===== config.mk =====
export PLATFORM = sky130hd
export DESIGN_NAME = scan_reg_port
export DESIGN_NICKNAME = d
export VERILOG_FILES = /design/src/rtl/scan_port_pkg.sv /design/src/rtl/scan_frame_shifter.sv /design/src/rtl/scan_update_decoder.sv /design/src/rtl/scan_read_latch.sv /design/src/rtl/scan_reg_port.sv
export SDC_FILE = /design/constraint.sdc
export NUM_CORES = 1
export LEC_CHECK = 0
export BUFFER_PORTS_ARGS = -buffer_cell sky130_fd_sc_hd__buf_2
export CAP_MARGIN = 10
export CORE_UTILIZATION = 45
export CTS_CLUSTER_SIZE = 12
export DETAILED_ROUTE_END_ITERATION = 7
export GPL_TIMING_DRIVEN = 1
export PLACE_DENSITY_LB_ADDON = 0.1
export SLEW_MARGIN = 20
export SYNTH_ARGS = -nofsm -noshare
export SYNTH_HDL_FRONTEND = slang
export SYNTH_SLANG_ARGS = --single-unit

===== constraint.sdc =====
create_clock -name clk -period 2.29 [get_ports clk]
set_input_delay 0.3435 -clock clk [delete_from_list [all_inputs] [get_ports clk]]
set_output_delay 0.3435 -clock clk [all_outputs]
set_load 0.005 [all_outputs]

===== src/rtl/scan_port_pkg.sv =====
package scan_port_pkg;
  localparam int SP_DATA_W = 32;
  localparam int SP_ADDR_W = 7;

  typedef enum logic {
    DIR_READ  = 1'b0,
    DIR_WRITE = 1'b1
  } scan_dir_e;
endpackage


===== src/rtl/scan_frame_shifter.sv =====
module scan_frame_shifter #(
  parameter int DATA_W = 32,
  parameter int ADDR_W = 7
) (
  input  logic                         clk,
  input  logic                         rst_n,
  input  logic                         capture_en,
  input  logic                         shift_en,
  input  logic                         tdi,
  input  logic [DATA_W-1:0]            cap_data,
  output logic [DATA_W+ADDR_W:0]       frame,
  output logic                         tdo
);
  localparam int FRAME_W = DATA_W + ADDR_W + 1;

  logic [FRAME_W-1:0] sr_q;

  // capture wins over shift; the control and address bits come back as zero
  always_ff @(posedge clk) begin
    if (!rst_n) begin
      sr_q <= '0;
    end else if (capture_en) begin
      sr_q <= {{(ADDR_W+1){1'b0}}, cap_data};
    end else if (shift_en) begin
      sr_q <= {tdi, sr_q[FRAME_W-1:1]};
    end
  end

  assign frame = sr_q;
  assign tdo   = sr_q[0];
endmodule


===== src/rtl/scan_update_decoder.sv =====
module scan_update_decoder
  import scan_port_pkg::*;
#(
  parameter int DATA_W = 32,
  parameter int ADDR_W = 7
) (
  input  logic                   clk,
  input  logic                   rst_n,
  input  logic                   update_en,
  input  logic [DATA_W+ADDR_W:0] frame,
  output logic [ADDR_W-1:0]      bank_addr,
  output logic [DATA_W-1:0]      bank_wr_data,
  output logic                   bank_wr_en,
  output logic                   bank_rd_en
);
  localparam int DIR_POS = DATA_W + ADDR_W;

  function automatic logic [ADDR_W-1:0] field_addr(input logic [DIR_POS:0] f);
    return f[DIR_POS-1:DATA_W];
  endfunction

  function automatic logic [DATA_W-1:0] field_data(input logic [DIR_POS:0] f);
    return f[DATA_W-1:0];
  endfunction

  function automatic scan_dir_e field_dir(input logic [DIR_POS:0] f);
    return scan_dir_e'(f[DIR_POS]);
  endfunction

  always_ff @(posedge clk) begin
    if (!rst_n) begin
      bank_addr    <= '0;
      bank_wr_data <= '0;
      bank_wr_en   <= 1'b0;
      bank_rd_en   <= 1'b0;
    end else begin
      bank_wr_en <= update_en && (field_dir(frame) == DIR_WRITE);
      bank_rd_en <= update_en && (field_dir(frame) == DIR_READ);
      if (update_en) begin
        bank_addr    <= field_addr(frame);
        bank_wr_data <= field_data(frame);
      end
    end
  end
endmodule


===== src/rtl/scan_read_latch.sv =====
module scan_read_latch #(
  parameter int DATA_W = 32
) (
  input  logic              clk,
  input  logic              rst_n,
  input  logic              bank_rd_en,
  input  logic [DATA_W-1:0] bank_rd_data,
  output logic [DATA_W-1:0] rd_hold
);
  always_ff @(posedge clk) begin
    if (!rst_n) begin
      rd_hold <= '0;
    end else if (bank_rd_en) begin
      rd_hold <= bank_rd_data;
    end
  end
endmodule


===== src/rtl/scan_reg_port.sv =====
module scan_reg_port
  import scan_port_pkg::*;
#(
  parameter int DATA_W = SP_DATA_W,
  parameter int ADDR_W = SP_ADDR_W
) (
  input  logic              clk,
  input  logic              rst_n,
  input  logic              capture_en,
  input  logic              shift_en,
  input  logic              update_en,
  input  logic              tdi,
  output logic              tdo,
  output logic [ADDR_W-1:0] bank_addr,
  output logic [DATA_W-1:0] bank_wr_data,
  output logic              bank_wr_en,
  output logic              bank_rd_en,
  input  logic [DATA_W-1:0] bank_rd_data
);
  localparam int FRAME_W = DATA_W + ADDR_W + 1;

  logic [FRAME_W-1:0] frame_w;
  logic [DATA_W-1:0]  rd_hold_w;

  scan_frame_shifter #(.DATA_W(DATA_W), .ADDR_W(ADDR_W)) shifter_i (
    .clk        (clk),
    .rst_n      (rst_n),
    .capture_en (capture_en),
    .shift_en   (shift_en),
    .tdi        (tdi),
    .cap_data   (rd_hold_w),
    .frame      (frame_w),
    .tdo        (tdo)
  );

  scan_update_decoder #(.DATA_W(DATA_W), .ADDR_W(ADDR_W)) decoder_i (
    .clk          (clk),
    .rst_n        (rst_n),
    .update_en    (update_en),
    .frame        (frame_w),
    .bank_addr    (bank_addr),
    .bank_wr_data (bank_wr_data),
    .bank_wr_en   (bank_wr_en),
    .bank_rd_en   (bank_rd_en)
  );

  scan_read_latch #(.DATA_W(DATA_W)) latch_i (
    .clk          (clk),
    .rst_n        (rst_n),
    .bank_rd_en   (bank_rd_en),
    .bank_rd_data (bank_rd_data),
    .rd_hold      (rd_hold_w)
  );
endmodule


==> run metrics, run 1 <==
worst-skew pair later-pin latency 0.50 ns; total power 4.85 mW; cts bufs inserted 17; pwr/cell area 839 mW/mm^2; Setup Buffers After CTS 0; Die Width 105 microns; status complete, no violations; IO Port Bufs 79; Pre-Repair DR Iteration Count 4; largest net degree at the start of global routing 42; most common cell after layout, fill and taps aside dfxtp_1; area delta synth->final 20.6%; PostCTS Resize Cnt 0; Mapped Avg Cell Area 11.8 sq um; CORE AREA 0.0103 sq mm; combinational power share 8.4%; synthesized area 0.00479 sq mm; clock sinks 113; Worst Path Required 1.95 ns; Fill cells 893; first-pass GRT wire length 15.0 mm; ant diodes 0; flops & latches, synth 113; Via Count 3015; worst hold path type in -> reg; LEAKAGE 2.83 nW; vias in the first global route 2962; critical path class reg -> out; ys flop type dfxtp_1; DR DRC count 0; clk slew on worst S/H paths 0.05 ns; Setup-failing EPs final 0; Worst path max stage delay 0.75 ns; switching share of power 22.8%; post-DR vias/cell 4.81; EDFF count, synth 0; Routability Congestion 0.672; cts hold-fix bufs 0; clock skew 0.00651 ns; Worst IR Drop VDD 0.507 mV; Net Sw Power 1.10 mW; CP Max Fanout 20; Multi-input gate area 0.00229 sq mm; Initial Util 46.4%; WL/cell 14.4 microns; sequential fraction of the synthesis area 47.3%; Min Hold Slack 0.0919 ns; share of cells above drive strength 1 30.3%; Max Cap Viol 0; Yosys Warn Count 0; Root Driver clkbuf_8; period utilization 80.1%; worst relative slew slack 55.8%; CP bufs+invs 1; Worst-Margin Slew 0.663 ns; DP HPWL 5.64 mm; I/O Pins 80; unrepaired setup endpoints after global routing false; Slew Viols, Final 0; register area 0.00226 sq mm; overflow left after global routing 0; post-layout net count 516; Hold Vio Cnt, Final 0; fmax 0.545 GHz; antenna violation net count after detailed routing 0; worst-case clock buffer depth 2; Worst Path Arrival 1.49 ns; die height 105 microns; GRT Total Usage 17.6%; crit start category flip-flop; unique cell type count in the Yosys netlist 14; H-tree Lvls 4; syn nets 442; Die Footprint 0.0111 sq mm; critical-path cell list buf_2; FFs w/ async S/R, synth 0%; initial antenna violation count 0; post-route setup TNS 0 ns; Period minus WS final 1.84 ns; sequential share of power 43.6%; element type at the critical path end output pin; fin util 55.9%; Slowest-stage cell, CP dfxtp_2; CTS tree done; post-synthesis instance total 404; delay-heaviest family, CP flip-flops; Clk network pwr share 47.9%; row cnt 37; drt first-iter violations 71; Total Wirelength 9.02 mm; most frequent cells in the layout 112 x dfxtp_1, 79 x mux2i_1, 79 x buf_2, 71 x nor2b_1, 33 x nand2b_1; Pint 3.74 mW
## cells by family (layout without fill, tap and decap cells)
logic type	count (synthesis)	after routing	synth area share (%)
simple gates	115	115	14.5
flops	113	113	47.3
mux	111	111	26.6
buf+inv	33	120	4.99
compound gates	32	32	6.69
## final timing paths
kind,endpoint,slack (ns),depth (start not counted),start
max,bank_rd_en,0.45,1,decoder_i.bank_rd_en
min,shifter_i.frame[39],0.09,3,tdi
max reg2reg,latch_i.rd_hold[31],0.84,3,decoder_i.bank_rd_en
min reg2reg,decoder_i.bank_rd_en,0.47,1,shifter_i.frame[39]
## layer usage
layer | vias to the layer above | global-route usage (%) | routed length [microns]
met5 | - | 0 | 0
met4 | 0 | 7.34 | 104
met3 | 12 | 5.49 | 329
met2 | 58 | 28.0 | 4230
met1 | 1409 | 21.9 | 4360
li1 | 1536 | - | -
## synth_stat cells, types with 4 or more instances
master / instances / area [sq um]
buf_2: 10 / 50.1
nor2b_1: 71 / 444
o211a_1: 32 / 320
dfxtp_1: 113 / 2260
mux2_4: 32 / 480
mux2i_1: 79 / 791
buf_12: 4 / 80.1
buf_4: 8 / 60.1
clkbuf_1: 10 / 37.5
nor2_1: 9 / 33.8
nand2b_1: 33 / 206
## per-stage QoR
stage               std cells  area [sq um]  worst slack (ns)
floorplan                 404          4790              1.09
finish                    627          5780             0.455
detailed placement        595          5250             0.814
CTS                       627          5780             0.402
global placement          595          5250             0.827
global route              627          5780             0.365
## layout make-up
class	count	share of cell area [%]
Clock buffer	22	7.67
Timing Repair Buffer	88	9.10
Sequential cell	113	39.2
Tap cell	136	2.95
Multi-Input combinational cell	258	39.6
Clock inverter	10	1.52
## power by group through the flow
stage / sequential, mW / combinational [mW] / clock, mW
floorplan: 2.13 / 0.326 / 0
detailed placement: 2.16 / 0.411 / 0
global placement: 2.16 / 0.404 / 0
global route: 2.12 / 0.448 / 2.48
CTS: 2.12 / 0.415 / 2.39
finish: 2.11 / 0.409 / 2.32
## state kept, by name (all words and copies together), names as in the netlist
register	flops
decoder_i.bank_addr	7
decoder_i.bank_wr_en	1
decoder_i.bank_wr_data	32
decoder_i.bank_rd_en	1
latch_i.rd_hold	32
shifter_i.frame	40
(Power assumes the default switching activity.)
==> run 2, diff against run 1 <==
==> constraint.sdc (replaced) <==
create_clock -name clk -period 1.9 [get_ports clk]
set_input_delay 0.285 -clock clk [delete_from_list [all_inputs] [get_ports clk]]
set_output_delay 0.285 -clock clk [all_outputs]
set_load 0.005 [all_outputs]
==> run 2 against run 1 <==
Compared with the run above: clock skew down 0.0011 ns; power up 29%; first-iteration DRC count up 30%; critical endpoint unchanged; largest cell class unchanged; register-to-register slack worse by 0.13 ns; wire length down 1.6%; clock-buffer cell count unchanged; clock power up 38%; final cell count up 0.32%; combinational power up 21%; via count down 0.13%; sequential cell count unchanged; die area unchanged.
==> run metrics, run 2 (same netlist as run 1, synthesis figures left out) <==
share of cells above drive strength 1 31.2%; clock skew 0.00539 ns; worst-skew pair later-pin latency 0.51 ns; critical path class reg -> out; initial antenna violation count 0; Setup-failing EPs final 0; post-route setup TNS 0 ns; area delta synth->final 22.7%; unrepaired setup endpoints after global routing false; Via Count 3011; H-tree Lvls 4; CP bufs+invs 1; period utilization 78.5%; Critical Path Start decoder_i.bank_rd_en; most frequent cells in the layout 112 x dfxtp_1, 79 x mux2i_1, 79 x buf_2, 71 x nor2b_1, 33 x nand2b_1; I/O Pins 80; Worst IR Drop VDD 0.819 mV; GRT Total Usage 17.2%; status complete, no violations; R2R cell count 3; overflow left after global routing 0; post-layout net count 518; CORE AREA 0.0103 sq mm; Worst path max stage delay 0.52 ns; DP HPWL 5.66 mm; Worst path depth 1; pwr/cell area 1060 mW/mm^2; worst hold path type in -> reg; PostCTS Resize Cnt 0; cts bufs inserted 17; element type at the critical path end output pin; RR Startpoint decoder_i.bank_rd_en; CTS tree done; most common cell after layout, fill and taps aside dfxtp_1; Pre-Repair DR Iteration Count 4; largest net degree at the start of global routing 41; first-pass GRT wire length 14.6 mm; Initial Util 46.4%; post-DR vias/cell 4.79; Slew Viols, Final 0; row cnt 37; Hold Vio Cnt, Final 0; Max Cap Viol 0; Die Width 105 microns; Worst Path Arrival 1.21 ns; worst hold path depth 3; ant diodes 0; Total Wirelength 8.87 mm; beginning of the worst hold path bank_rd_data[26]; crit start category flip-flop; Period minus WS final 1.49 ns; Routability Congestion 0.674; Slowest-stage cell, CP dfxtp_2; fmax 0.670 GHz; LEAKAGE 2.90 nW; worst-case clock buffer depth 2; delay-heaviest family, CP flip-flops; clk slew on worst S/H paths 0.05 ns; max FFs per register 40; clock sinks 113; DR DRC count 0; antenna violation net count after detailed routing 0; Root Driver clkbuf_8; Worst Path Required 1.62 ns; worst relative slew slack 60.0%; WL/cell 14.1 microns; Setup Buffers After CTS 0; IO Port Bufs 79; Die Footprint 0.0111 sq mm; Worst-Margin Slew 0.600 ns; total power 6.24 mW; critical-path cell list buf_2; vias in the first global route 2908; drt first-iter violations 92; fin util 56.9%; die height 105 microns; CP Max Fanout 10
run 2: changes by cell type in the layout (fill, tap and decap cells not counted), sizes merged:
cell         before  now
buf              88   89
bufinv            1    3
dlygate4sd3       0    1
clkinvlp          5    2
clkinv            4    5
run 2: stage by stage:
stage	cells	cell area, sq um	setup slack (ns)	hold slack, ns
5_1_grt	629	5880	0.323	0.00746
6_report	629	5880	0.408	0.0301
2_1_floorplan	404	4790	0.761	0.420
4_1_cts	629	5880	0.371	0.00147
3_5_place_dp	596	5250	0.505	0.469
3_3_place_gp	596	5250	0.552	0.453
run 2: path summary, 6_finish.rpt:
kind                          end  slack, ns
max                    bank_rd_en       0.41
min           latch_i.rd_hold[26]       0.03
max reg2reg   latch_i.rd_hold[15]       0.71
min reg2reg  decoder_i.bank_rd_en       0.48
run 2: layout make-up:
| type | instances | area (sq um) |
|---|---|---|
| clock buffer | 22 | 483 |
| multi-input combinational | 258 | 2290 |
| fill | 917 | 4450 |
| sequential | 113 | 2260 |
| timing repair buffer | 90 | 543 |
| tap | 136 | 170 |
| clock inverter | 10 | 130 |
run 2: per-layer routing:
| metal | global-route usage, % | wire length [microns] | up-vias |
|---|---|---|---|
| met3 | 6.55 | 430 | 6 |
| met5 | 0 | 0 | - |
| met4 | 7.55 | 78 | 0 |
| li1 | - | - | 1541 |
| met1 | 21.3 | 4230 | 1409 |
| met2 | 26.5 | 4140 | 55 |
run 2: what timing repair did:
action,4_1_cts,5_1_grt
hold buffers,1,0
endpoints found under the setup margin,0,0
hold endpoints to repair,1,0
run 2: power by group:
part / switching (mW) / internal, mW / total (mW)
logic: 0.208 / 0.288 / 0.496
registers: 0.0692 / 2.47 / 2.54
clock network: 1.04 / 2.16 / 3.20
